--- config.mk ---
export PLATFORM = sky130hd
export DESIGN_NAME = qe_estimator
export DESIGN_NICKNAME = d
export VERILOG_FILES = /design/src/rtl/qe_est_pkg.sv /design/src/rtl/qe_table_lookup.sv /design/src/rtl/qe_state_step.sv /design/src/rtl/qe_ctx_store.sv /design/src/rtl/qe_estimator.sv
export SDC_FILE = /design/constraint.sdc
export NUM_CORES = 1
export LEC_CHECK = 0
export BUFFER_PORTS_ARGS = -buffer_cell sky130_fd_sc_hd__buf_2
export CAP_MARGIN = 10
export CORE_MARGIN = 2
export CORE_UTILIZATION = 50
export CTS_BUF_LIST = sky130_fd_sc_hd__clkbuf_8
export CTS_CLUSTER_DIAMETER = 80
export CTS_CLUSTER_SIZE = 8
export DETAILED_ROUTE_END_ITERATION = 8
export GPL_ROUTABILITY_DRIVEN = 0
export PLACE_DENSITY = 0.75
export SLEW_MARGIN = 5
export SYNTH_ARGS = -nofsm -noshare
export SYNTH_HDL_FRONTEND = slang
export SYNTH_HIERARCHICAL = 1
export SYNTH_SLANG_ARGS = --single-unit
--- constraint.sdc ---
create_clock -name clk -period 6.12 [get_ports clk]
set_input_delay 0.612 -clock clk [delete_from_list [all_inputs] [get_ports clk]]
set_output_delay 0.612 -clock clk [all_outputs]
set_load 0.05 [all_outputs]
--- src/rtl/qe_est_pkg.sv ---
package qe_est_pkg;

    localparam int QE_W     = 16;
    localparam int IDX_W    = 5;
    localparam int NUM_QE   = 30;
    localparam int LAST_IDX = NUM_QE - 1;
    localparam int JUMP_W   = 2;

    typedef logic [IDX_W-1:0]  qe_idx_t;
    typedef logic [QE_W-1:0]   qe_val_t;
    typedef logic [JUMP_W-1:0] qe_jump_t;

    typedef enum logic {
        EV_MPS = 1'b0,
        EV_LPS = 1'b1
    } renorm_kind_e;

    typedef struct packed {
        logic    mps;
        qe_idx_t idx;
    } est_state_t;

    function automatic qe_val_t qe_of(qe_idx_t i);
        case (i)
            5'd0:  return 16'h0AC1;
            5'd1:  return 16'h0A81;
            5'd2:  return 16'h0A01;
            5'd3:  return 16'h0901;
            5'd4:  return 16'h0701;
            5'd5:  return 16'h0681;
            5'd6:  return 16'h0601;
            5'd7:  return 16'h0501;
            5'd8:  return 16'h0481;
            5'd9:  return 16'h0441;
            5'd10: return 16'h0381;
            5'd11: return 16'h0301;
            5'd12: return 16'h02C1;
            5'd13: return 16'h0281;
            5'd14: return 16'h0241;
            5'd15: return 16'h0181;
            5'd16: return 16'h0121;
            5'd17: return 16'h00E1;
            5'd18: return 16'h00A1;
            5'd19: return 16'h0071;
            5'd20: return 16'h0059;
            5'd21: return 16'h0053;
            5'd22: return 16'h0027;
            5'd23: return 16'h0017;
            5'd24: return 16'h0013;
            5'd25: return 16'h000B;
            5'd26: return 16'h0007;
            5'd27: return 16'h0005;
            5'd28: return 16'h0003;
            5'd29: return 16'h0001;
            default: return 16'h0001;
        endcase
    endfunction

    function automatic qe_jump_t jump_of(qe_idx_t i);
        if (i <= qe_idx_t'(6))
            return qe_jump_t'(1);
        else if (i == qe_idx_t'(24) || i == qe_idx_t'(26) || i == qe_idx_t'(28))
            return qe_jump_t'(3);
        else
            return qe_jump_t'(2);
    endfunction

endpackage

--- src/rtl/qe_table_lookup.sv ---
module qe_table_lookup
    import qe_est_pkg::*;
(
    input  qe_idx_t  idx,
    output qe_val_t  qe,
    output qe_jump_t jump
);
    assign qe   = qe_of(idx);
    assign jump = jump_of(idx);
endmodule

--- src/rtl/qe_state_step.sv ---
module qe_state_step
    import qe_est_pkg::*;
(
    input  est_state_t   cur,
    input  renorm_kind_e kind,
    input  qe_jump_t     jump,
    output est_state_t   nxt
);
    always_comb begin
        nxt = cur;
        if (kind == EV_LPS) begin
            if (cur.idx < qe_idx_t'(jump)) begin
                nxt.idx = '0;
                nxt.mps = ~cur.mps;
            end else begin
                nxt.idx = cur.idx - qe_idx_t'(jump);
            end
        end else if (cur.idx != qe_idx_t'(LAST_IDX)) begin
            nxt.idx = cur.idx + qe_idx_t'(1);
        end
    end
endmodule

--- src/rtl/qe_ctx_store.sv ---
module qe_ctx_store
    import qe_est_pkg::*;
#(
    parameter  int NUM_CTX = 16,
    localparam int CTX_W   = $clog2(NUM_CTX)
) (
    input  logic             clk,
    input  logic             rst,
    input  logic [CTX_W-1:0] rd_ctx,
    output est_state_t       rd_state,
    input  logic             wr_en,
    input  logic [CTX_W-1:0] wr_ctx,
    input  est_state_t       wr_state
);
    est_state_t slots [NUM_CTX];

    for (genvar gi = 0; gi < NUM_CTX; gi++) begin : g_slot
        always_ff @(posedge clk) begin
            if (rst)
                slots[gi] <= '0;
            else if (wr_en && wr_ctx == CTX_W'(gi))
                slots[gi] <= wr_state;
        end

        // a slot not addressed by a write keeps its contents
        a_r8_other_ctx_kept: assert property (@(posedge clk) disable iff (rst)
            !(wr_en && wr_ctx == CTX_W'(gi)) |=> $stable(slots[gi]));
    end

    assign rd_state = slots[rd_ctx];
endmodule

--- src/rtl/qe_estimator.sv ---
module qe_estimator
    import qe_est_pkg::*;
#(
    parameter  int NUM_CTX = 16,
    localparam int CTX_W   = $clog2(NUM_CTX)
) (
    input  logic             clk,
    input  logic             rst,
    input  logic [CTX_W-1:0] ctx_sel,
    input  logic             renorm_valid,
    input  logic             renorm_is_lps,
    output logic [QE_W-1:0]  qe_out,
    output logic             mps_sense
);
    est_state_t   cur_state;
    est_state_t   nxt_state;
    qe_jump_t     cur_jump;
    renorm_kind_e kind;

    assign kind = renorm_is_lps ? EV_LPS : EV_MPS;

    qe_ctx_store #(.NUM_CTX(NUM_CTX)) u_store (
        .clk      (clk),
        .rst      (rst),
        .rd_ctx   (ctx_sel),
        .rd_state (cur_state),
        .wr_en    (renorm_valid),
        .wr_ctx   (ctx_sel),
        .wr_state (nxt_state)
    );

    qe_table_lookup u_lookup (
        .idx  (cur_state.idx),
        .qe   (qe_out),
        .jump (cur_jump)
    );

    qe_state_step u_step (
        .cur  (cur_state),
        .kind (kind),
        .jump (cur_jump),
        .nxt  (nxt_state)
    );

    assign mps_sense = cur_state.mps;

    // output always lies inside the table's range
    a_r2_qe_in_range: assert property (@(posedge clk) disable iff (rst)
        (qe_out != '0) && (qe_out <= 16'h0AC1));

    a_r3_mps_step: assert property (@(posedge clk) disable iff (rst)
        (renorm_valid && !renorm_is_lps && cur_state.idx < qe_idx_t'(LAST_IDX))
        |=> ($stable(ctx_sel) -> (cur_state.idx == $past(cur_state.idx) + qe_idx_t'(1)
                                  && cur_state.mps == $past(cur_state.mps))));

    a_r4_mps_floor: assert property (@(posedge clk) disable iff (rst)
        (renorm_valid && !renorm_is_lps && cur_state.idx == qe_idx_t'(LAST_IDX))
        |=> ($stable(ctx_sel) -> (cur_state.idx == qe_idx_t'(LAST_IDX))));

    a_r5_lps_rises: assert property (@(posedge clk) disable iff (rst)
        (renorm_valid && renorm_is_lps && cur_state.idx > qe_idx_t'(0))
        |=> ($stable(ctx_sel) -> (cur_state.idx < $past(cur_state.idx)
                                  && cur_state.mps == $past(cur_state.mps))));

    a_r6_sense_swap: assert property (@(posedge clk) disable iff (rst)
        (renorm_valid && renorm_is_lps && cur_state.idx == qe_idx_t'(0))
        |=> ($stable(ctx_sel) -> (cur_state.idx == qe_idx_t'(0)
                                  && cur_state.mps != $past(cur_state.mps))));
endmodule

## Yosys cells after proc, flatten, opt, wreduce, memory -nomap -nowiden

Memory sizes are Yosys's and may differ from the RTL's.
Index checks and enable logic that the tools add are counted.
Widths: inputs -> output; s select.

- $add $sub $neg: 2
- $lt $le $gt $ge: 2
- Eq/ne operators: 19
- Muxes and demuxes: 74
- Bitwise operators: 17
- Reduce and logical (&&, ||, !) cells: 19

Operators with widths:

| cell | number |
|---|---|
| $mux 6 | 16 |
| $mux 1 | 54 |
| $eq 4x4->1 const B | 8 |
| $eq 4x3->1 const B | 4 |
| $logic_and 1x1->1 | 16 |
| $or 1x1->1 | 16 |
| $eq 5x5->1 const B | 3 |
| $mux 5 | 3 |
| $eq 4x2->1 const B | 2 |
| $add 5x1->5 const B | 1 |
| $le 5x3->1 const B | 1 |
| $lt 5x2->1 | 1 |
| $ne 5x5->1 const B | 1 |
| $sub 5x2->5 | 1 |
| $eq 4x1->1 const B | 1 |
| $logic_not 4->1 | 1 |
| $logic_or 1x1->1 | 2 |
| $mux 2 | 1 |
| $not 1->1 | 1 |

- Flip-flop bits (word level): 0
- RAM bits: 96
- Bits in read-only memories: 352
- Output and inout bits: 17
- Memories kept: 2

Memory list:

| memory | words | bits a word | read ports | clocked after Yosys merged registers in | write ports | RTL line | text |
|---|---|---|---|---|---|---|---|
| (name not given) | 32 | 11 | 1 | 0 | 0 | qe_est_pkg.sv:24 | `case (i)` |
| u_store.slots | 16 | 6 | 1 | 0 | 16 | qe_ctx_store.sv:15 | `est_state_t slots [NUM_CTX];` |

## Logic depth before layout (Yosys ltp)

An unclocked memory read counts as a cell.

- Depth after elaboration: 10
- Mapped depth: 17
- Gate-level depth less buffers: 14

## Modules after synthesis

The synthesis kept the hierarchy.

By module, submodules not included:

| module | times used | cells an instance | area an instance (sq um) | sequential area each (sq um) |
|---|---|---|---|---|
| qe_ctx_store | 1 | 301 | 4523.1 | 2882.8 |
| qe_table_lookup | 1 | 69 | 476.7 | 0.0 |
| qe_state_step | 1 | 40 | 329.1 | 0.0 |

## Least setup slack after synthesis

OpenSTA, ideal clock, no wires.

- Kind: input port to flip-flop
- From: input ctx_sel[0]
- To: memory u_store/slots[3][3] (netlist bit), data pin
- Library setup time: 255 ps
- Arrival time: 4161 ps
- Slack: 1704 ps
- Stages: 16
- Path buffers: 3
- Path through: buf_2 -> buf_4 -> mux4_2 -> a22oi_1 -> nand2_1 -> inv_1 -> ha_1 -> inv_1 -> a311o_1 -> inv_1 -> ha_1 -> nor2b_1 -> o311a_1 -> or3_1 -> clkbuf_1 -> and2_1

RTL lines:

| element | RTL line | text |
|---|---|---|
| from (decl) | qe_estimator.sv:9 | `input logic [CTX_W-1:0] ctx_sel,` |
| to (decl) | qe_ctx_store.sv:15 |  |

==> impl_metrics.ini <==
[power]
power.density_nw_per_um2 = 264
p_leak_nw = 2.12
peakVddDrop_v = 0.000119

[floorplanning]
die_y_um = 107
io-pin-count = 25
rows = 37
die_w_um = 107
core_area_um2 = 10300
dieArea_um2 = 11500
start_util_pct = 51.6

[grt]
grt_pass1_vias = 3230
grt_antenna_before_repair = 0
grt_overflow_total = 0
grt_max_degree = 29
grt_pass1_wl_um = 17700
grtUsageTotal_pct = 20.6

[sta]
rsz0062_at_grt = no
slew_headroom_pct = 29.4
fmaxAchievable_mhz = 200
tightestPinTransition_ns = 1.06
setup_violations = 0
finalMaxSlewViolations = 0
fin_tns_setup_ns = 0
hold_viol = 0
fin_crit_sh_pct = 81.5
fin_worst_skew_ns = 0.00894
fin_ws_ns = 1.13
post-route-min-period_ns = 4.99

[drt]
via_per_inst = 5.90
drt_iter0_drc = 234
drc = 0
num_vias = 3315
routed_wl_um = 11200
wl_per_cell_um = 20.0
first_pass_iters = 5
ant_nets = 0

[cts]
cts_buffers = 9
cts_resized = 0
htree_levels = 3
clk_latency_ns = 0.35
postCtsHoldBufs = 0
cts_tree = done
clk_path_buf_depth = 2
postCtsSetupRepairBufs = 0
clkSlewWorstSetupHoldPaths_ns = 0.09
clock-root-buffer = clkbuf_8
clock_sinks = 96

[setup_path]
start_kind = primary input
path_cells = buf_2 > mux4_2 > a22oi_1 > nand2_1 > nor3b_1 > o21ai_1 > and3_1 > ha_1 > fa_1 > nand3b_1 > a2bb2oi_1 > a211oi_2 > and2_1
crit_required_ns = 6.34
cp-end-kind = flip-flop
crit_slowest_cell = a211oi_2
crit_type = primary input to flip-flop
cp.arrival_ns = 5.21
cp_max_fo = 28
cpPeakStageDelay_ns = 0.78

[yosys]
synth_flop_cell = edfxtp_1
yosysTopAreaCell = edfxtp_1
synthArstFlopShare_pct = 0
syn_area_per_cell_um2 = 13.0
synthTopCellsByArea = edfxtp_1, and2_1, mux4_2
ys_seq_elements = 96
syn_inst = 410
yosysTopAreaCellShare_pct = 54.1
yosysWarnings = 6
synth_edf_count = 96
synth_area_um2 = 5330
synth.distinct_cells = 54
ys_seq_area_share_pct = 54.1

[worst_hold_path]
min_path_type = primary input to flip-flop

[status]
status = finished clean

[place]
place_ws_ns = 0.786
io_buffers = 19
hpwl_um = 7560

[final_layout]
antenna-diode-count = 0
top_register = u_store/slots
drive_gt1_share_pct = 18.1
reg.largest.list = u_store/slots: 96 flops
final_nets = 440
syn_to_final_growth_pct = 7.07
largest_reg_flops = 96

[flow_run]
maxCapViolCount = 0
-- cell type report --
type | count | area (um2)
clock buffer | 9 | 124
timing repair buffer | 25 | 140
tap | 136 | 170
fill | 821 | 4620
multi-input combinational | 281 | 2280
sequential | 96 | 2880
inverter | 8 | 30.0
clock inverter | 7 | 77.6
-- cells by family after synthesis --
| kind of cell | Yosys count | share of synthesized area [%] |
|---|---|---|
| AOI/OAI and AO/OA | 55 | 7.54 |
| xor gates and xnor gates | 2 | 0.329 |
| adders and majority gates | 11 | 2.72 |
| buffers and inverters | 36 | 3.40 |
| DFF | 96 | 54.1 |
| muxes | 29 | 11.2 |
| other | 2 | 0.141 |
| and+or+nand+nor | 179 | 20.5 |
-- critical path: cells and delay by family --
family	cells	cell delay (ns)
compound gates	4	1.30
simple gates	5	1.30
mux	1	0.63
fa+ha+maj	2	0.67
buf+inv	1	0.67
-- Yosys cell counts, drive strengths merged (2+ instances only) --
cell type  instances
mux4              24
mux2               3
edfxtp            96
nor2              21
o21bai            16
inv                8
or3                2
o22ai              4
clkbuf            14
nor2b              8
mux2i              2
nor3               3
a211oi             4
nand2             12
a21oi              4
a22oi             13
nand4b             3
or2                2
nand3b             3
buf               14
conb               2
a221o              2
nor3b              2
nand4bb            2
nand2b            14
o21ai              4
a21o               2
and2             100
ha                10
-- cell usage in the layout (no fill, tap or decap), drive strengths merged, types with 3 or more instances in the layout --
cell and instances:
mux2 3, conb 5, nand4b 3, nand2 12, o22ai 4, edfxtp 96, inv 12, mux4 24
o21bai 16, and2 100, o21ai 4, a211oi 4, nand2b 14, nor2 21, buf 25, clkbuf 9
a22oi 13, nand3b 3, nor3 3, a21oi 4, nor2b 8, ha 10
-- routing by layer --
metal	vias up	share of wire (%)	routed length (um)	track usage, %
li1	1521	-	-	-
met1	1627	41	4610	27.3
met2	147	51	5700	34.8
met3	20	6.8	757	3.71
met4	0	1.3	147	6.31
met5	-	0	0	0
-- through the flow --
stage                     util (%)  instance area (um2)  total power, W  hold slack (ns)  std cells
after floorplan                  -                 5340         0.00102             1.06        413
after global placement        53.3                 5500         0.00110             1.34        546
after detailed placement      53.3                 5500         0.00110             1.34        546
after CTS                     55.3                 5710         0.00152            0.961        562
after global routing          55.3                 5710         0.00157             1.03        562
final                         55.3                 5710         0.00150            0.991        562
-- power breakdown --
part	internal, W	switching, W
clock network	0.000195	0.000220
logic	0.000108	0.000224
registers	0.000750	0.00000802
-- worst paths after layout --
path | from | endpoint | slack (ns) | cells after the start
worst min-delay path | renorm_valid | u_store/slots[0][3] | 0.99 | 3
worst max register to register | u_store/slots[0][1] | u_store/slots[14][4] | 1.82 | 13
worst max-delay path | ctx_sel[0] | u_store/slots[14][4] | 1.13 | 13
worst min register to register | u_store/slots[4][5] | u_store/slots[7][5] | 1.45 | 5
Note: power is estimated with default switching activity, not from simulation.
